**config.mk**
```make
export PLATFORM = sky130hd
export DESIGN_NAME = gpio16_edge
export DESIGN_NICKNAME = d
export VERILOG_FILES = /design/src/rtl/gpio16_edge.sv
export SDC_FILE = /design/constraint.sdc
export NUM_CORES = 1
export LEC_CHECK = 0
export ABC_AREA = 1
export BUFFER_PORTS_ARGS = -buffer_cell sky130_fd_sc_hd__buf_4
export CAP_MARGIN = 20
export CORE_MARGIN = 2
export CORE_UTILIZATION = 62
export DETAILED_ROUTE_END_ITERATION = 10
export PLACE_DENSITY_LB_ADDON = 0.05
export SLEW_MARGIN = 15
export SYNTH_ARGS = -nofsm -noshare
export SYNTH_HDL_FRONTEND = slang
export SYNTH_SLANG_ARGS = --single-unit
```
**constraint.sdc**
```tcl
create_clock -name clk -period 2.7 [get_ports clk]
set_input_delay 0.27 -clock clk [delete_from_list [all_inputs] [get_ports clk]]
set_output_delay 0.27 -clock clk [all_outputs]
set_load 0.02 [all_outputs]
```
**src/rtl/gpio16_edge.sv**
```systemverilog
module gpio16_edge #(
  parameter int W = 16
) (
  input  logic         clk,
  input  logic         rst_n,
  input  logic         bus_wr,
  input  logic [4:0]   bus_addr,
  input  logic [W-1:0] bus_wdata,
  output logic [W-1:0] bus_rdata,
  input  logic [W-1:0] pad_in,
  output logic [W-1:0] pad_out,
  output logic [W-1:0] pad_oe,
  output logic         irq
);
  localparam logic [4:0] A_SMP  = 5'h00;
  localparam logic [4:0] A_DAT  = 5'h04;
  localparam logic [4:0] A_DIR  = 5'h08;
  localparam logic [4:0] A_EDG  = 5'h0C;
  localparam logic [4:0] A_MSK  = 5'h10;
  localparam logic [4:0] A_STS  = 5'h14;
  localparam logic [4:0] A_PEN  = 5'h18;
  localparam logic [W-1:0] ONES = '1;

  logic [W-1:0] sync1_q, sync2_q, prev_q;
  logic [W-1:0] dout_q, dir_q, edge_q, mask_q, stat_q, pen_q;
  logic [W-1:0] rise, fall, hit, clr;

  assign rise = sync2_q & ~prev_q;
  assign fall = ~sync2_q & prev_q;
  assign hit  = ((edge_q & rise) | (~edge_q & fall)) & dir_q & ~mask_q;
  assign clr  = (bus_wr && bus_addr == A_STS) ? bus_wdata : '0;

  always_ff @(posedge clk or negedge rst_n) begin
    if (!rst_n) begin
      sync1_q <= '0;
      sync2_q <= '0;
      prev_q  <= '0;
      dout_q  <= '0;
      dir_q   <= ONES;
      edge_q  <= '0;
      mask_q  <= ONES;
      stat_q  <= '0;
      pen_q   <= '0;
    end else begin
      sync1_q <= pad_in;
      sync2_q <= sync1_q;
      prev_q  <= sync2_q;
      stat_q  <= (stat_q & ~clr) | hit;
      if (bus_wr) begin
        case (bus_addr)
          A_DAT: dout_q <= bus_wdata;
          A_DIR: dir_q  <= bus_wdata;
          A_EDG: edge_q <= bus_wdata;
          A_MSK: mask_q <= bus_wdata;
          A_PEN: pen_q  <= bus_wdata;
          default: ;
        endcase
      end
    end
  end

  always_comb begin
    case (bus_addr)
      A_SMP:   bus_rdata = sync2_q & pen_q;
      A_DAT:   bus_rdata = dout_q;
      A_DIR:   bus_rdata = dir_q;
      A_EDG:   bus_rdata = edge_q;
      A_MSK:   bus_rdata = mask_q;
      A_STS:   bus_rdata = stat_q;
      A_PEN:   bus_rdata = pen_q;
      default: bus_rdata = '0;
    endcase
  end

  assign pad_oe  = ~dir_q;
  assign pad_out = dout_q & ~dir_q;
  assign irq     = |stat_q;
endmodule

```
# --- Word level (Yosys, flattened, before mapping) ---
# Index checks and enable logic that the tools add are counted.
totals:
  regBits: 144
  in_bits: 40
  out_inout_bits: 49
  elab_cells: 42
classes:
  n_eq_ne: 6
  muxes: 2
  bitwise_logic: 17
  reduce_logical: 8
ops:
  columns: ["cell", "count"]
  rows:
  - ["bitwise AND 16 bit", 9]
  - ["one-hot mux 16 bit (7 select lines)", 1]
  - ["NOT 16 bit", 6]
  - ["OR 16 bit", 2]
  - ["2-to-1 mux 16 bit", 1]
  - ["OR reduction 16 bit", 1]
  - ["equality test 5 bit (second input constant)", 3]
  - ["equality test 5 x 4 -> 1 bit (second input constant)", 2]
  - ["AND reduction 2 bit", 5]
  - ["equality test 5 x 3 -> 1 bit (second input constant)", 1]
  - ["zero test 5 bit", 1]
  - ["logical AND 1 bit", 1]

# --- Logic depth before layout (Yosys ltp) ---
# Gate-level depths: netlist (run 1).
logic_depth:
  word_depth: 7
  mapped_depth: 8
  mapped_depth_nobuf: 7

# --- Least setup slack after synthesis (run 1) ---
# Ideal clock, no wire load.
synth_timing:
  path_kind: "input to output"
  from: "in bus_addr[4]"
  to: "out bus_rdata[11]"
  arrival_ns: 1.348
  required_time_ns: 2.430
  path_slack_ns: 1.082
  stages: 8
  path_buffers: 3
  cell_sequence: "clkbuf_1 inv_2 buf_2 buf_1 nand4_1 nand2_1 nor2_1 nand2_1"
synth_via:
  elab_chain_cells: 2
  word_cells_on_any_way: 8
  cone_classes: "eq/ne: 6; mux: 1; reduce/logical: 1"
synth_rtl:
  columns: ["item", "line", "source"]
  rows:
  - ["start: declaration", "7", "input logic [4:0] bus_addr,"]
  - ["equality test 5 bit (tied with other cells)", "63", "case (bus_addr)"]
  - ["one-hot mux 16 bit (7 select lines) (*)", "63", null]
  - ["end: declaration", "9", "output logic [W-1:0] bus_rdata,"]
# Mark *: on every way between the ends. The rest lies on a longest branch, timed or not.

# --- Final worst setup path (run 1) ---
layout_timing:
  from: "reg stat_q[2]"
  to: "out irq"
layout_via:
  elab_chain_cells: 1
layout_rtl:
  columns: ["item", "line", "source"]
  rows:
  - ["start: declaration", "25", "logic [W-1:0] dout_q, dir_q, edge_q, mask_q, stat_q, pen_q;"]
  - ["start signal: assignment", "48", "stat_q <= (stat_q & ~clr) | hit;"]
  - ["OR reduction 16 bit", "77", "assign irq = |stat_q;"]
  - ["end: declaration", "13", "output logic irq"]
# No other way between the ends.

==> summary.txt, run 1 <==
Run status
  • Outcome: finished clean

Power and ir drop
  • NetSw: 1860 uW
  • Logic pwr share: 0.176
  • LEAKAGE: 0.00443 uW
  • Pwr dens: 775 mW/mm2
  • Power Internal: 4830 uW
  • Sequential share of power: 0.425
  • Net Sw Frac: 0.278
  • Clk pwr share: 0.398
  • VDD IR-drop max: 0.000689 V

Min path
  • HP Class: in2async

STA
  • Minimum clock period: 2140 ps
  • RSZ-0062 raised after global routing: false
  • Period utilization: 0.794
  • Final hold vios: 0
  • Fin. max-slew vios: 0
  • Hold slack final: 166 ps
  • Worst Max-Slew Pin Slew: 566 ps
  • Fmax: 467 MHz
  • Finish-stage setup viols: 0
  • Post-Route Skew: 7.39 ps
  • Setup TNS: 0 ps
  • Relative slew margins: 0.622

Clock tree
  • Cts hold-fix bufs: 33
  • CTS root buf: clkbuf_8
  • Number of CTS-inserted buffers: 17
  • Postcts setup bufs: 0
  • Worst-Skew Late Latency: 550 ps
  • Htree depth: 4
  • Worst-path clk slew: 60 ps
  • CTS tree: built
  • Max Root-Sink Buffers: 2
  • Clock tree sinks: 144
  • Post-CTS Resized: 0

Synth
  • Synth async-reset ratio: 1.00
  • Register bit total from synthesis: 144
  • Mapped Cells: 845
  • Top-count cell post-synth: nand2_1
  • Synth Area per Inst: 8.05 um2
  • Top FF cell, synth: dfrtp_1
  • Synth Net Count: 885
  • Area contributors post-synth: dfrtp_1, nand2_1, dfstp_2
  • Post-synthesis sequential area ratio: 0.535
  • Post-synth top area share: 0.412
  • Mapped cell area: 0.00680 mm2
  • Largest area contributor in the netlist: dfrtp_1
  • Synth cell types: 20
  • Synth Warn #: 0
  • Ranking of synthesized cells by instance count: nand2_1, nand4_1, dfrtp_1, inv_1, nor2_1
  • EDFF count, synth: 0

Routing
  • DRC errors left: 0
  • Vias per cell: 5.78
  • ANT nets after route: 0
  • Iter 0 DRT Violations: 600
  • DR WL/cell: 16.8 um
  • Vias post-DR: 6427
  • Routed WL: 18.7 mm
  • TritonRoute pass-1 iters: 8

Floorplanning
  • Die width: 109 um
  • Row count: 38
  • Initial Utilization: 0.630
  • Core ar.: 0.0108 mm2
  • Die area: 0.0118 mm2
  • Die height: 109 um
  • I/O pin count: 89

Setup path
  • Required time of the critical path: 2430 ps
  • CP Capture Type: output pin
  • CP cell instances: nor4_1 > nand3b_1 > buf_4
  • FF-to-FF path depth: 2
  • CP arrival: 1870 ps
  • Largest stage delay on the critical path: 520 ps
  • Critical path type: reg2out
  • Worst Path Max Fanout: 3
  • Worst reg-to-reg setup slack: 1790 ps
  • Critical path's slowest cell: nor4_1
  • Setup crit start kind: register

Global routing
  • GR Overflow Total: 0
  • Vias in the first global route: 6343
  • Initial antenna violation count: 0
  • Largest net degree at the start of global routing: 74
  • First-pass GRT wire length: 30.3 mm
  • Global Route Usage Sum: 0.338

Finish
  • Number of fill cells: 725
  • Nets: 999
  • Layout cells sized above 1: 0.193
  • # diodes: 0
  • Area Overhead vs Synth: 26.9%

Placed design
  • GPL Wtd Cong: 0.935
  • DP Wirelength: 11.5 mm
  • Quantity of I/O buffers inserted on ports: 88

Job
  • Max_cap viols: 0
==> critical path: cells and delay by family, from the launching register on <==
family / cells / cell delay (ps)
AND/OR/NAND/NOR: 2 / 720
flip-flops: 1 / 410
buffers and inverters: 1 / 200
==> state kept, by name (all words and copies together) (netlist names) <==
signal	count
dir_q	16
pen_q	16
dout_q	16
stat_q	16
sync2_q	16
prev_q	16
sync1_q	16
mask_q	16
edge_q	16
==> metal layers <==
layer | part of all wire | track usage | vias up
li1 | - | - | 2985
met1 | 0.41 | 0.437 | 3038
met2 | 0.48 | 0.542 | 337
met3 | 0.082 | 0.0771 | 67
met4 | 0.029 | 0.159 | 0
met5 | 0 | 0 | -
==> placed cells by master, fill, tap and decap left out, types with 32 or more instances in the layout <==
cell,instances
buf_4,108
dfrtp_1,112
dfstp_2,32
dlygate4sd3_1,33
inv_1,98
nand2_1,256
nand4_1,114
nor2_1,68
o21ai_0,37
o21ai_1,43
==> layout make-up <==
type / count / area, um2 / share of cell area
Tap cell: 140 / 175 / 0.0203
Timing Repair Buffer: 143 / 1170 / 0.136
Multi-Input combinational cell: 551 / 2580 / 0.299
Clock buffer: 22 / 473 / 0.0548
Sequential cell: 144 / 3640 / 0.422
Inverter: 102 / 383 / 0.0444
Clock inverter: 10 / 204 / 0.0236
==> power by group through the flow <==
| stage | combinational, uW | clock, uW | sequential (uW) |
|---|---|---|---|
| after CTS | 1180 | 2690 | 2840 |
| after global routing | 1310 | 2780 | 2880 |
| final | 1180 | 2660 | 2840 |
| after global placement | 1080 | 0 | 2850 |
| after floorplan | 686 | 0 | 2780 |
| after detailed placement | 1120 | 0 | 2870 |
==> kinds of logic (layout without fill, tap and decap cells) <==
group	count (synthesis)	after routing	synth area share
and+or+nand+nor	455	455	0.301
DFF	144	144	0.535
buffers and inverters	150	277	0.0870
AOI/OAI and AO/OA	96	96	0.0765
==> stage by stage <==
step           utilization  cell area [um2]  cells  power, uW  worst slack [ps]
2_1_floorplan            -             6800    845       3470              1080
3_3_place_gp         0.706             7620   1047       3940               677
3_5_place_dp         0.706             7620   1047       3990               652
4_1_cts              0.800             8630   1112       6700               557
5_1_grt              0.800             8630   1112       6970               484
6_report             0.800             8630   1112       6690               557
==> path summary, 6_finish.rpt <==
path,endpoint,start
min in group clk,pen_q[4]$_DFFE_PN0P_,bus_addr[0]
setup / recovery,irq,stat_q[2]$_DFF_PN0_
hold / removal,sync1_q[2]$_DFF_PN0_,rst_n
max in group asynchronous,mask_q[11]$_DFFE_PN1P_,rst_n
hold reg to reg,sync2_q[8]$_DFF_PN0_,sync1_q[8]$_DFF_PN0_
setup reg to reg,mask_q[9]$_DFFE_PN1P_,mask_q[9]$_DFFE_PN1P_
(Power assumes the default switching activity.)
==> inputs of run 2 (changes only) <==
--- a/config.mk
+++ b/config.mk
@@ -9,7 +9,7 @@
 export BUFFER_PORTS_ARGS = -buffer_cell sky130_fd_sc_hd__buf_4
 export CAP_MARGIN = 20
 export CORE_MARGIN = 2
-export CORE_UTILIZATION = 62
+export CORE_UTILIZATION = 52
 export DETAILED_ROUTE_END_ITERATION = 10
 export PLACE_DENSITY_LB_ADDON = 0.05
 export SLEW_MARGIN = 15
==> constraint.sdc (replaced) <==
create_clock -name clk -period 1.7 [get_ports clk]
set_input_delay 0.17 -clock clk [delete_from_list [all_inputs] [get_ports clk]]
set_output_delay 0.17 -clock clk [all_outputs]
set_load 0.02 [all_outputs]
==> run 2 against run 1 <==
Against the previous run: the run now ends with setup timing left; non-clock buffer count grew 18; clock power is 59% higher; global-route usage is 6.3 points lower; clock skew fell by 2.4 ps; final area is 2.9% higher; largest power group unchanged; highest routed layer unchanged.
==> summary.txt, run 2 (synthesized netlist as in run 1, its figures left out) <==
Run status
  • Outcome: complete, but fails checks
  • Failing checks: setup timing

Floorplanning
  • Die width: 118 um
  • I/O pin count: 89
  • Die area: 0.0140 mm2
  • Initial Utilization: 0.535
  • Die height: 118 um
  • Row count: 41
  • Core ar.: 0.0127 mm2

Finish
  • Area Overhead vs Synth: 30.5%
  • Nets: 1017
  • Layout cells sized above 1: 0.211
  • Commonest cells after routing, fill and taps aside: nand2_1, buf_4, nand4_1, dfrtp_1, inv_1
  • Commonest non-fill, non-tap cell in the layout: nand2_1
  • # diodes: 0

Global routing
  • First-pass GRT wire length: 30.4 mm
  • Initial antenna violation count: 0
  • GR Overflow Total: 0
  • Largest net degree at the start of global routing: 51
  • Vias in the first global route: 6134
  • Global Route Usage Sum: 0.274

Clock tree
  • Worst-Skew Late Latency: 420 ps
  • Clock tree sinks: 144
  • CTS tree: built
  • Number of CTS-inserted buffers: 17
  • CTS root buf: clkbuf_16
  • Worst-path clk slew: 60 ps
  • Max Root-Sink Buffers: 2
  • Htree depth: 4

Setup path
  • Setup crit start kind: register
  • CP Capture Type: output pin
  • Worst R2R End: stat_q[3]$_DFF_PN0_
  • Capture point of the critical path: irq
  • Worst Path Max Fanout: 2
  • Required time of the critical path: 1530 ps
  • Largest stage delay on the critical path: 400 ps
  • CP bufs+invs: 2
  • Instance count on the critical path: 4
  • Crit path max-delay family: simple AND/OR/NAND/NOR gates
  • Worst reg-to-reg setup slack: 830 ps
  • CP cell instances: nor4_2 > buf_4 > nand3b_1 > buf_6
  • CP arrival: 1580 ps
  • Critical path type: reg2out
  • CP Launch Point: stat_q[2]$_DFF_PN0_
  • Critical path's slowest cell: dfrtp_1
  • FF-to-FF path depth: 3
  • Worst R2R Start: mask_q[3]$_DFFE_PN1P_

STA
  • RSZ-0062 raised after global routing: true
  • Finish-stage setup viols: 1
  • Worst Max-Slew Pin Slew: 444 ps
  • Period utilization: 1.03
  • Fin. max-slew vios: 0
  • Minimum clock period: 1750 ps
  • Final hold vios: 0
  • Relative slew margins: 0.704
  • Post-Route Skew: 5.04 ps
  • Hold slack final: 16.0 ps
  • Setup ws final: -50.1 ps
  • Fmax: 571 MHz
  • Setup TNS: -50.1 ps

Routing
  • DRC errors left: 0
  • TritonRoute pass-1 iters: 6
  • ANT nets after route: 0
  • Vias per cell: 5.43
  • Routed WL: 18.3 mm
  • DR WL/cell: 15.8 um
  • Vias post-DR: 6314
  • Iter 0 DRT Violations: 543

Placed design
  • Dpl ws: 156 ps
  • Quantity of I/O buffers inserted on ports: 88
  • DP Wirelength: 11.9 mm
  • GPL Wtd Cong: 0.872

Power and ir drop
  • VDD IR-drop max: 0.000817 V
  • Pwr dens: 1200 mW/mm2
  • LEAKAGE: 0.00453 uW

Min path
  • HP Start: bus_wdata[7]
  • HP Class: in2reg
  • Hold Path Stages: 3

Job
  • Max_cap viols: 0
==> run 2: cell types whose count changed in the layout (fill, tap and decap cells not counted), moves of 2 or more <==
cell        delta
clkinv_2       -2
clkinvlp_4     +2
clkbuf_8       -4
buf_12         +5
clkinv_4       +3
buf_4         +13
==> run 2: cell type report <==
type	count	area [um2]
fill	1034	3840
sequential	144	3640
multi-input combinational	551	2590
timing repair buffer	161	1370
clock buffer	19	443
inverter	102	383
clock inverter	13	235
tap	172	215
==> run 2: tightest hold or removal path: cells and delay by family <==
kind                   cells  cell delay [ps]
buffers and inverters      1              130
AND/OR/NAND/NOR            1               70
AO/OA/AOI/OAI              1               60
==> run 2: worst min path at each step <==
stage	endpoint
detailed placement	sync2_q[2]$_DFF_PN0_
global route	dir_q[7]$_DFFE_PN1P_
CTS	dir_q[7]$_DFFE_PN1P_
finish	dir_q[7]$_DFFE_PN1P_
global placement	sync2_q[2]$_DFF_PN0_
floorplan	dout_q[0]$_DFFE_PN0P_
==> run 2: report_power, final <==
group | switching, uW | total [uW] | leakage (uW) | internal, uW
registers | 409 | 4510 | 0.00164 | 4100
clock network | 1440 | 4230 | 0.000323 | 2790
logic | 1120 | 1890 | 0.00257 | 771
total | 2970 | 10600 | 0.00453 | 7660
==> run 2: what timing repair did <==
item                                   4_1_cts  5_1_grt
endpoints found under the hold margin       81        0
setup endpoints to repair                    1        2
gates resized for setup                      2        1
pin swaps                                    1        0
buffers inserted                             1        0
hold buffers                                32        0
==> run 2: metrics by stage <==
stage	std cells	power (uW)	utilization	area, um2
floorplan	845	5510	-	6800
CTS	1162	10700	0.698	8880
finish	1162	10600	0.698	8880
global route	1162	11100	0.698	8880
detailed placement	1097	6360	0.618	7860
global placement	1097	6290	0.618	7860
==> run 2: routing by layer <==
layer / GRT usage / vias to the layer above / share of wire
met2: 0.450 / 237 / 0.49
li1: - / 3018 / -
met5: 0 / - / 0
met4: 0.121 / 0 / 0.024
met3: 0.0512 / 32 / 0.058
met1: 0.356 / 3027 / 0.43
